File: src/rtl/pcs_win_pkg.sv
package pcs_win_pkg;
  typedef enum logic [1:0] {
    ST_IDLE = 2'd0,
    ST_BANK = 2'd1,
    ST_XFER = 2'd2,
    ST_RESP = 2'd3
  } xlate_state_e;
endpackage

File: src/rtl/pcs_port_map.sv
module pcs_port_map #(
  parameter int PORT_W = 4,
  parameter int BUS_AW = 24,
  parameter int N_WIN = 4,
  parameter int FIRST_PORT = 1,
  parameter logic [BUS_AW-1:0] WIN_BASE = 24'h1C1400,
  parameter logic [BUS_AW-1:0] WIN_STRIDE = 24'h000400
) (
  input  logic [PORT_W-1:0] port,
  output logic              hit,
  output logic [BUS_AW-1:0] base
);
  logic [N_WIN-1:0]             hit_vec;
  logic [N_WIN-1:0][BUS_AW-1:0] base_vec;

  for (genvar i = 0; i < N_WIN; i++) begin : g_win
    assign hit_vec[i]  = (port == PORT_W'(FIRST_PORT + i));
    assign base_vec[i] = WIN_BASE + BUS_AW'(i) * WIN_STRIDE;
  end

  always_comb begin
    base = '0;
    for (int i = 0; i < N_WIN; i++) begin
      if (hit_vec[i]) base = base | base_vec[i];
    end
  end

  assign hit = |hit_vec;
endmodule

File: src/rtl/pcs_addr_split.sv
module pcs_addr_split #(
  parameter int DEV_W = 5,
  parameter int REG_W = 16,
  parameter int OFF_W = 8,
  localparam int FULL_W = DEV_W + REG_W,
  localparam int BANK_W = FULL_W - OFF_W
) (
  input  logic [DEV_W-1:0]  devnum,
  input  logic [REG_W-1:0]  regnum,
  output logic [BANK_W-1:0] bank,
  output logic [OFF_W-1:0]  offset,
  output logic              off_reserved
);
  logic [FULL_W-1:0] full_addr;

  assign full_addr    = {devnum, regnum};
  assign bank         = full_addr[FULL_W-1:OFF_W];
  assign offset       = full_addr[OFF_W-1:0];
  assign off_reserved = &offset;
endmodule

File: src/rtl/pcs_bus_seq.sv
module pcs_bus_seq
  import pcs_win_pkg::*;
#(
  parameter int BUS_AW = 24,
  parameter int BUS_DW = 32,
  parameter int DATA_W = 16,
  parameter int BANK_W = 13,
  parameter int OFF_W = 8,
  localparam int WORD_SHIFT = $clog2(BUS_DW / 8)
) (
  input  logic              clk,
  input  logic              rst_n,
  input  logic              req_valid,
  output logic              req_ready,
  input  logic              acc_reject,
  input  logic [BUS_AW-1:0] acc_base,
  input  logic [BANK_W-1:0] acc_bank,
  input  logic [OFF_W-1:0]  acc_off,
  input  logic              acc_we,
  input  logic [DATA_W-1:0] acc_wdata,
  output logic              rsp_valid,
  input  logic              rsp_ready,
  output logic [DATA_W-1:0] rsp_rdata,
  output logic              rsp_err,
  output logic              bus_req,
  output logic [BUS_AW-1:0] bus_addr,
  output logic              bus_we,
  output logic [BUS_DW-1:0] bus_wdata,
  input  logic              bus_ack,
  input  logic [BUS_DW-1:0] bus_rdata,
  input  logic              bus_err
);
  xlate_state_e      state_q;
  logic [BUS_AW-1:0] base_q;
  logic [BANK_W-1:0] bank_q;
  logic [OFF_W-1:0]  off_q;
  logic              we_q;
  logic [DATA_W-1:0] wdata_q;
  logic [DATA_W-1:0] rdata_q;
  logic              err_q;
  logic [OFF_W-1:0]  sel_off;
  logic              unused_rdata_hi;

  assign unused_rdata_hi = ^bus_rdata[BUS_DW-1:DATA_W];

  always_ff @(posedge clk) begin
    if (!rst_n) begin
      state_q <= ST_IDLE;
      base_q  <= '0;
      bank_q  <= '0;
      off_q   <= '0;
      we_q    <= 1'b0;
      wdata_q <= '0;
      rdata_q <= '0;
      err_q   <= 1'b0;
    end else begin
      case (state_q)
        ST_IDLE: if (req_valid) begin
          base_q  <= acc_base;
          bank_q  <= acc_bank;
          off_q   <= acc_off;
          we_q    <= acc_we;
          wdata_q <= acc_wdata;
          rdata_q <= '0;
          err_q   <= acc_reject;
          state_q <= acc_reject ? ST_RESP : ST_BANK;
        end
        ST_BANK: if (bus_ack) begin
          err_q   <= bus_err;
          state_q <= bus_err ? ST_RESP : ST_XFER;
        end
        ST_XFER: if (bus_ack) begin
          rdata_q <= we_q ? '0 : bus_rdata[DATA_W-1:0];
          err_q   <= bus_err;
          state_q <= ST_RESP;
        end
        default: if (rsp_ready) state_q <= ST_IDLE;
      endcase
    end
  end

  assign sel_off   = (state_q == ST_BANK) ? '1 : off_q;
  assign bus_req   = (state_q == ST_BANK) || (state_q == ST_XFER);
  assign bus_addr  = base_q + (BUS_AW'(sel_off) << WORD_SHIFT);
  assign bus_we    = (state_q == ST_BANK) ? 1'b1 : we_q;
  assign bus_wdata = (state_q == ST_BANK) ? BUS_DW'(bank_q) : BUS_DW'(wdata_q);
  assign req_ready = (state_q == ST_IDLE);
  assign rsp_valid = (state_q == ST_RESP);
  assign rsp_rdata = rdata_q;
  assign rsp_err   = err_q;
endmodule

File: src/rtl/pcs_window_xlate.sv
module pcs_window_xlate #(
  parameter int PORT_W = 4,
  parameter int DEV_W = 5,
  parameter int REG_W = 16,
  parameter int DATA_W = 16,
  parameter int BUS_AW = 24,
  parameter int BUS_DW = 32,
  parameter int WIN_WORDS = 256,
  parameter int N_WIN = 4,
  parameter int FIRST_PORT = 1,
  parameter logic [BUS_AW-1:0] WIN_BASE = 24'h1C1400,
  parameter logic [BUS_AW-1:0] WIN_STRIDE = 24'h000400
) (
  input  logic              clk,
  input  logic              rst_n,
  input  logic              req_valid,
  output logic              req_ready,
  input  logic [PORT_W-1:0] req_port,
  input  logic              req_has_dev,
  input  logic [DEV_W-1:0]  req_devnum,
  input  logic [REG_W-1:0]  req_regnum,
  input  logic              req_write,
  input  logic [DATA_W-1:0] req_wdata,
  output logic              rsp_valid,
  input  logic              rsp_ready,
  output logic [DATA_W-1:0] rsp_rdata,
  output logic              rsp_err,
  output logic              bus_req,
  output logic [BUS_AW-1:0] bus_addr,
  output logic              bus_we,
  output logic [BUS_DW-1:0] bus_wdata,
  input  logic              bus_ack,
  input  logic [BUS_DW-1:0] bus_rdata,
  input  logic              bus_err
);
  localparam int OFF_W  = $clog2(WIN_WORDS);
  localparam int BANK_W = DEV_W + REG_W - OFF_W;

  logic              port_hit;
  logic [BUS_AW-1:0] port_base;
  logic [BANK_W-1:0] bank;
  logic [OFF_W-1:0]  offset;
  logic              off_reserved;
  logic              reject;

  pcs_port_map #(
    .PORT_W(PORT_W), .BUS_AW(BUS_AW), .N_WIN(N_WIN), .FIRST_PORT(FIRST_PORT),
    .WIN_BASE(WIN_BASE), .WIN_STRIDE(WIN_STRIDE)
  ) u_port_map (
    .port(req_port), .hit(port_hit), .base(port_base)
  );

  pcs_addr_split #(
    .DEV_W(DEV_W), .REG_W(REG_W), .OFF_W(OFF_W)
  ) u_addr_split (
    .devnum(req_devnum), .regnum(req_regnum), .bank(bank),
    .offset(offset), .off_reserved(off_reserved)
  );

  assign reject = !req_has_dev || !port_hit || off_reserved;

  pcs_bus_seq #(
    .BUS_AW(BUS_AW), .BUS_DW(BUS_DW), .DATA_W(DATA_W),
    .BANK_W(BANK_W), .OFF_W(OFF_W)
  ) u_seq (
    .clk(clk), .rst_n(rst_n),
    .req_valid(req_valid), .req_ready(req_ready),
    .acc_reject(reject), .acc_base(port_base), .acc_bank(bank),
    .acc_off(offset), .acc_we(req_write), .acc_wdata(req_wdata),
    .rsp_valid(rsp_valid), .rsp_ready(rsp_ready),
    .rsp_rdata(rsp_rdata), .rsp_err(rsp_err),
    .bus_req(bus_req), .bus_addr(bus_addr), .bus_we(bus_we),
    .bus_wdata(bus_wdata), .bus_ack(bus_ack), .bus_rdata(bus_rdata),
    .bus_err(bus_err)
  );
endmodule

File: config.mk
export PLATFORM = sky130hd
export DESIGN_NAME = pcs_window_xlate
export DESIGN_NICKNAME = d
export VERILOG_FILES = /design/src/rtl/pcs_win_pkg.sv /design/src/rtl/pcs_port_map.sv /design/src/rtl/pcs_addr_split.sv /design/src/rtl/pcs_bus_seq.sv /design/src/rtl/pcs_window_xlate.sv
export SDC_FILE = /design/constraint.sdc
export NUM_CORES = 1
export LEC_CHECK = 0
export ABC_AREA = 1
export BUFFER_PORTS_ARGS = -buffer_cell sky130_fd_sc_hd__clkbuf_2
export CORE_MARGIN = 2
export CORE_UTILIZATION = 45
export DETAILED_ROUTE_END_ITERATION = 8
export PLACE_DENSITY = 0.81
export RECOVER_POWER = 25
export SETUP_SLACK_MARGIN = 0.3
export SKIP_LAST_GASP = 1
export SLEW_MARGIN = 20
export SYNTH_ARGS = -nofsm -noshare
export SYNTH_HDL_FRONTEND = slang
export SYNTH_SLANG_ARGS = --single-unit
File: constraint.sdc
create_clock -name clk -period 4.1 [get_ports clk]
set_input_delay 0.41 -clock clk [delete_from_list [all_inputs] [get_ports clk]]
set_output_delay 0.41 -clock clk [all_outputs]
set_load 0.05 [all_outputs]
==> results.txt <==
----------------------------------------------------
[Outcome]
  Status ... finished, final reports clean

[STA]
  Clk_skew ... 0.007546 ns
  Final worst path period share ... 65.05%
  RSZ-0062 raised after global routing ... no
  Count of endpoints failing hold in the final timing report ... 0
  Actual transition at the worst max-transition pin ... 1.167 ns
  Final setup fails ... 0
  Final critical-path setup slack ... 1.433 ns
  Slew HR ... 22.09%
  Hold slack ... 0.3110 ns
  Total negative slack ... 0 ns
  Upper clock frequency limit ... 374.9 MHz
  Final Slew Violations ... 0
  Time the final worst path needs with I/O delays and setup ... 2.667 ns

[Floorplanning]
  Die outline width ... 83.52 um
  Y dimension of the die ... 83.52 um
  Overall die area ... 6975 sq um
  Effective utilization at floorplan ... 47.22%
  I/O pin count ... 158
  Area of the core ... 6026 sq um
  Row Count ... 28

[Logic synthesis]
  Share of flip-flops with an asynchronous set or reset after synthesis ... 0%
  Number of enable-type register cells in the synthesized netlist ... 0
  Library cell with the largest summed area after synthesis ... sky130_fd_sc_hd__dfxtp_1
  Post-Synthesis Cell Area ... 2845 sq um
  Seq/Total Area, Yosys ... 43.62%
  Synthesis-stage register bit count ... 62
  Most instantiated library cell after synthesis ... sky130_fd_sc_hd__nor2_1
  Yosys top cell area share ... 43.62%
  Post-synth cell types ... 24
  Synth cell count leaders ... sky130_fd_sc_hd__nor2_1 (78), sky130_fd_sc_hd__nand2_1 (66), sky130_fd_sc_hd__dfxtp_1 (62)
  Top_reg_cell synth ... sky130_fd_sc_hd__dfxtp_1
  Count of warnings emitted by yosys ... 0
  Synth area leaders ... sky130_fd_sc_hd__dfxtp_1 (44%), sky130_fd_sc_hd__nor2_1 (10%), sky130_fd_sc_hd__nand2_1 (8.7%), sky130_fd_sc_hd__buf_4 (8.4%), sky130_fd_sc_hd__o21ai_0 (8.1%)
  Post-Syn Instances ... 393
  Mapped Avg Cell Area ... 7.240 sq um

[Critical path]
  Arr. time, crit path ... 2.26 ns
  Slowest Stage Delay on Critical Path ... 0.43 ns
  Crit-path max FO ... 21
  Critical path endpoint category ... output port
  Critical-path cell list ... inv_1, ha_1, buf_4, clkinv_1, nand2_1, nand2_1, clkbuf_2
  Reg-to-reg critical path endpoint ... u_seq.base_q[13]
  Worst-case reg-to-reg path depth ... 6
  Launch instance of the worst register-to-register path ... u_seq.state_q[1]
  Startpoint Class ... flip-flop
  CP Data Required Time ... 3.69 ns
  FF-to-FF setup slack ... 2.02 ns
  Most common cell on crit path ... sky130_fd_sc_hd__nand2_1
  Critical path's slowest cell ... sky130_fd_sc_hd__ha_1
  Crit path kind ... flip-flop to output port

[Global routing]
  Global-route met2 utilization ... 31.67%
  Top Usage Layer GRT ... met2
  GRT Total Usage ... 19.20%
  Met3 track demand over resource in global routing ... 5.737%
  Maximum number of pins on one net before global-route repair ... 49
  Vias in the first global route ... 2360
  Global-route wire length before repair ... 10.83 mm
  Remaining global-route overflow ... 0
  Met1 capacity usage during global routing ... 23.79%
  Initial antenna violation count ... 0

[Finish]
  Core utilization of the finished layout ... 57.68%
  Area taken by multi-input logic gates ... 1292 sq um
  Synthesis-to-layout area growth ... 22.16%
  Total of fill cells in the finished design ... 615
  Share of post-route cells with drive strength above 1 ... 25.45%
  Sequential cell area in the final layout ... 1241 sq um
  Count of antenna diodes in the layout ... 0
  Nets@finish ... 583

[Clock tree]
  Total number of H-tree levels ... 3
  Root buf cell ... sky130_fd_sc_hd__clkbuf_8
  Maximum number of buffers from clock root to sink ... 2
  Clock latency on the worst-skew pair ... 0.34 ns
  CTS hold repair buffers ... 0
  Cts bufs inserted ... 9
  CTS tree ... built
  Clock transition time at the flip-flop clock pins of the worst setup and hold paths ... 0.07 ns
  Total clock sinks ... 62
  Post-cts resize count ... 0
  Post-CTS setup buffers ... 0

[Min path]
  Hold path depth ... 3
  Class of the tightest hold or removal check ... input pin to flip-flop
  Launch instance of the worst min-delay path ... bus_rdata[13]
  Destination of the worst hold path ... u_seq.rsp_rdata[13]

[Run]
  Max-capacitance violation count ... 0

[Place]
  DP HPWL ... 4.720 mm
  Pre-CTS worst setup slack ... 1.810 ns
  Port-buffer cells ... 116
  Final estimated routing congestion in global placement ... 0.8902

[Route]
  Total DRC errors in the routed layout ... 0
  Antenna Nets Post-Route ... 0
  Per-cell routed wire length ... 11.75 um
  Vias per std cell ... 4.734
  Via count ... 2736
  Total wire length after detailed routing ... 6.793 mm
  Count of routing violations after the opening detailed-route iteration ... 147
  Iteration count of the initial detailed-routing pass ... 4

[Power and ir drop]
  Worst vdd ir ... 0.5488 mV
  Static power due to leakage ... 1.671 nW
  Ratio of total power to cell area ... 781.8 nW/um^2

----------------------------------------------------
critical path, delay by kind of cell, from the launching register on:
| family | cells | cell delay [ns] |
|---|---|---|
| fa+ha+maj | 1 | 0.43 |
| buf+inv | 4 | 0.95 |
| flops | 1 | 0.34 |
| simple gates | 2 | 0.20 |
worst max path at each step:
stage                     startpoint       endpoint  slack, ns
global route        u_seq.state_q[1]   bus_wdata[6]       1.23
detailed placement  u_seq.state_q[1]   bus_wdata[2]       1.81
global placement    u_seq.state_q[1]  bus_wdata[12]       1.84
finish              u_seq.state_q[1]   bus_wdata[3]       1.43
CTS                 u_seq.state_q[1]   bus_wdata[2]       1.42
floorplan           u_seq.state_q[1]  bus_wdata[10]       1.74
registers in the layout, summed over array words and instances (netlist names):
name and flops:
u_seq.wdata_q 16, u_seq.bank_q 13, u_seq.rsp_rdata 16, u_seq.state_q 2
u_seq.off_q 8, u_seq.we_q 1, u_seq.rsp_err 1, u_seq.base_q 5
cells by family after synthesis:
kind of cell    Yosys count  synth area share [%]
compound gates           79                 14.60
fa+ha+maj                 4                 1.759
buf+inv                  69                 14.12
flops                    62                 43.62
simple gates            178                 25.77
other cells               1                0.1318
placed cells by master, fill, tap and decap left out:
master / Yosys / layout
sky130_fd_sc_hd__a21oi_2: 3 / 3
sky130_fd_sc_hd__inv_1: 18 / 18
sky130_fd_sc_hd__nand3_1: 20 / 20
sky130_fd_sc_hd__clkbuf_1: 12 / 26
sky130_fd_sc_hd__o21ai_0: 46 / 46
sky130_fd_sc_hd__or2_2: 10 / 10
sky130_fd_sc_hd__inv_6: 1 / 1
sky130_fd_sc_hd__a21oi_1: 27 / 27
sky130_fd_sc_hd__bufinv_16: 0 / 1
sky130_fd_sc_hd__clkinv_1: 1 / 1
sky130_fd_sc_hd__o211ai_1: 1 / 1
sky130_fd_sc_hd__o21ai_2: 1 / 1
sky130_fd_sc_hd__nor2_1: 78 / 78
sky130_fd_sc_hd__inv_2: 1 / 1
sky130_fd_sc_hd__clkbuf_8: 0 / 11
sky130_fd_sc_hd__dfxtp_1: 62 / 62
sky130_fd_sc_hd__nand2_2: 1 / 1
sky130_fd_sc_hd__conb_1: 1 / 25
sky130_fd_sc_hd__buf_4: 32 / 2
sky130_fd_sc_hd__clkinv_2: 0 / 3
sky130_fd_sc_hd__clkbuf_2: 0 / 91
sky130_fd_sc_hd__nand2_1: 66 / 66
sky130_fd_sc_hd__ha_1: 4 / 4
sky130_fd_sc_hd__o21bai_1: 1 / 1
sky130_fd_sc_hd__nor2_4: 1 / 1
sky130_fd_sc_hd__nor2_2: 2 / 2
through the flow:
stage / cells / instance area, sq um / power [mW]
3_5_place_dp: 562 / 3307 / 2.200
3_3_place_gp: 562 / 3307 / 2.175
2_1_floorplan: 417 / 2935 / 1.973
6_report: 578 / 3476 / 2.717
5_1_grt: 578 / 3476 / 2.886
4_1_cts: 578 / 3507 / 2.746
routing by layer:
metal	vias up	part of all wire, %
met4	0	1.4
met1	1218	44
met5	-	0
met2	102	48
li1	1405	-
met3	11	6.7
power breakdown:
group	leakage, nW	switching (mW)	total (mW)	internal, mW
Combinational	1.06	1.05	1.36	0.309
Clock	0.106	0.233	0.544	0.311
Sequential	0.510	0.0715	0.816	0.745
Total	1.67	1.35	2.72	1.36
final cells by class:
type / instances / area share, %
Clock buffer: 12 / 4.464
Clock inverter: 4 / 1.296
Inverter: 21 / 2.412
Multi-Input combinational cell: 286 / 37.19
Sequential cell: 62 / 35.71
Tap cell: 75 / 2.700
Timing Repair Buffer: 118 / 16.23
No activity file was read; power rests on OpenSTA's default activity.
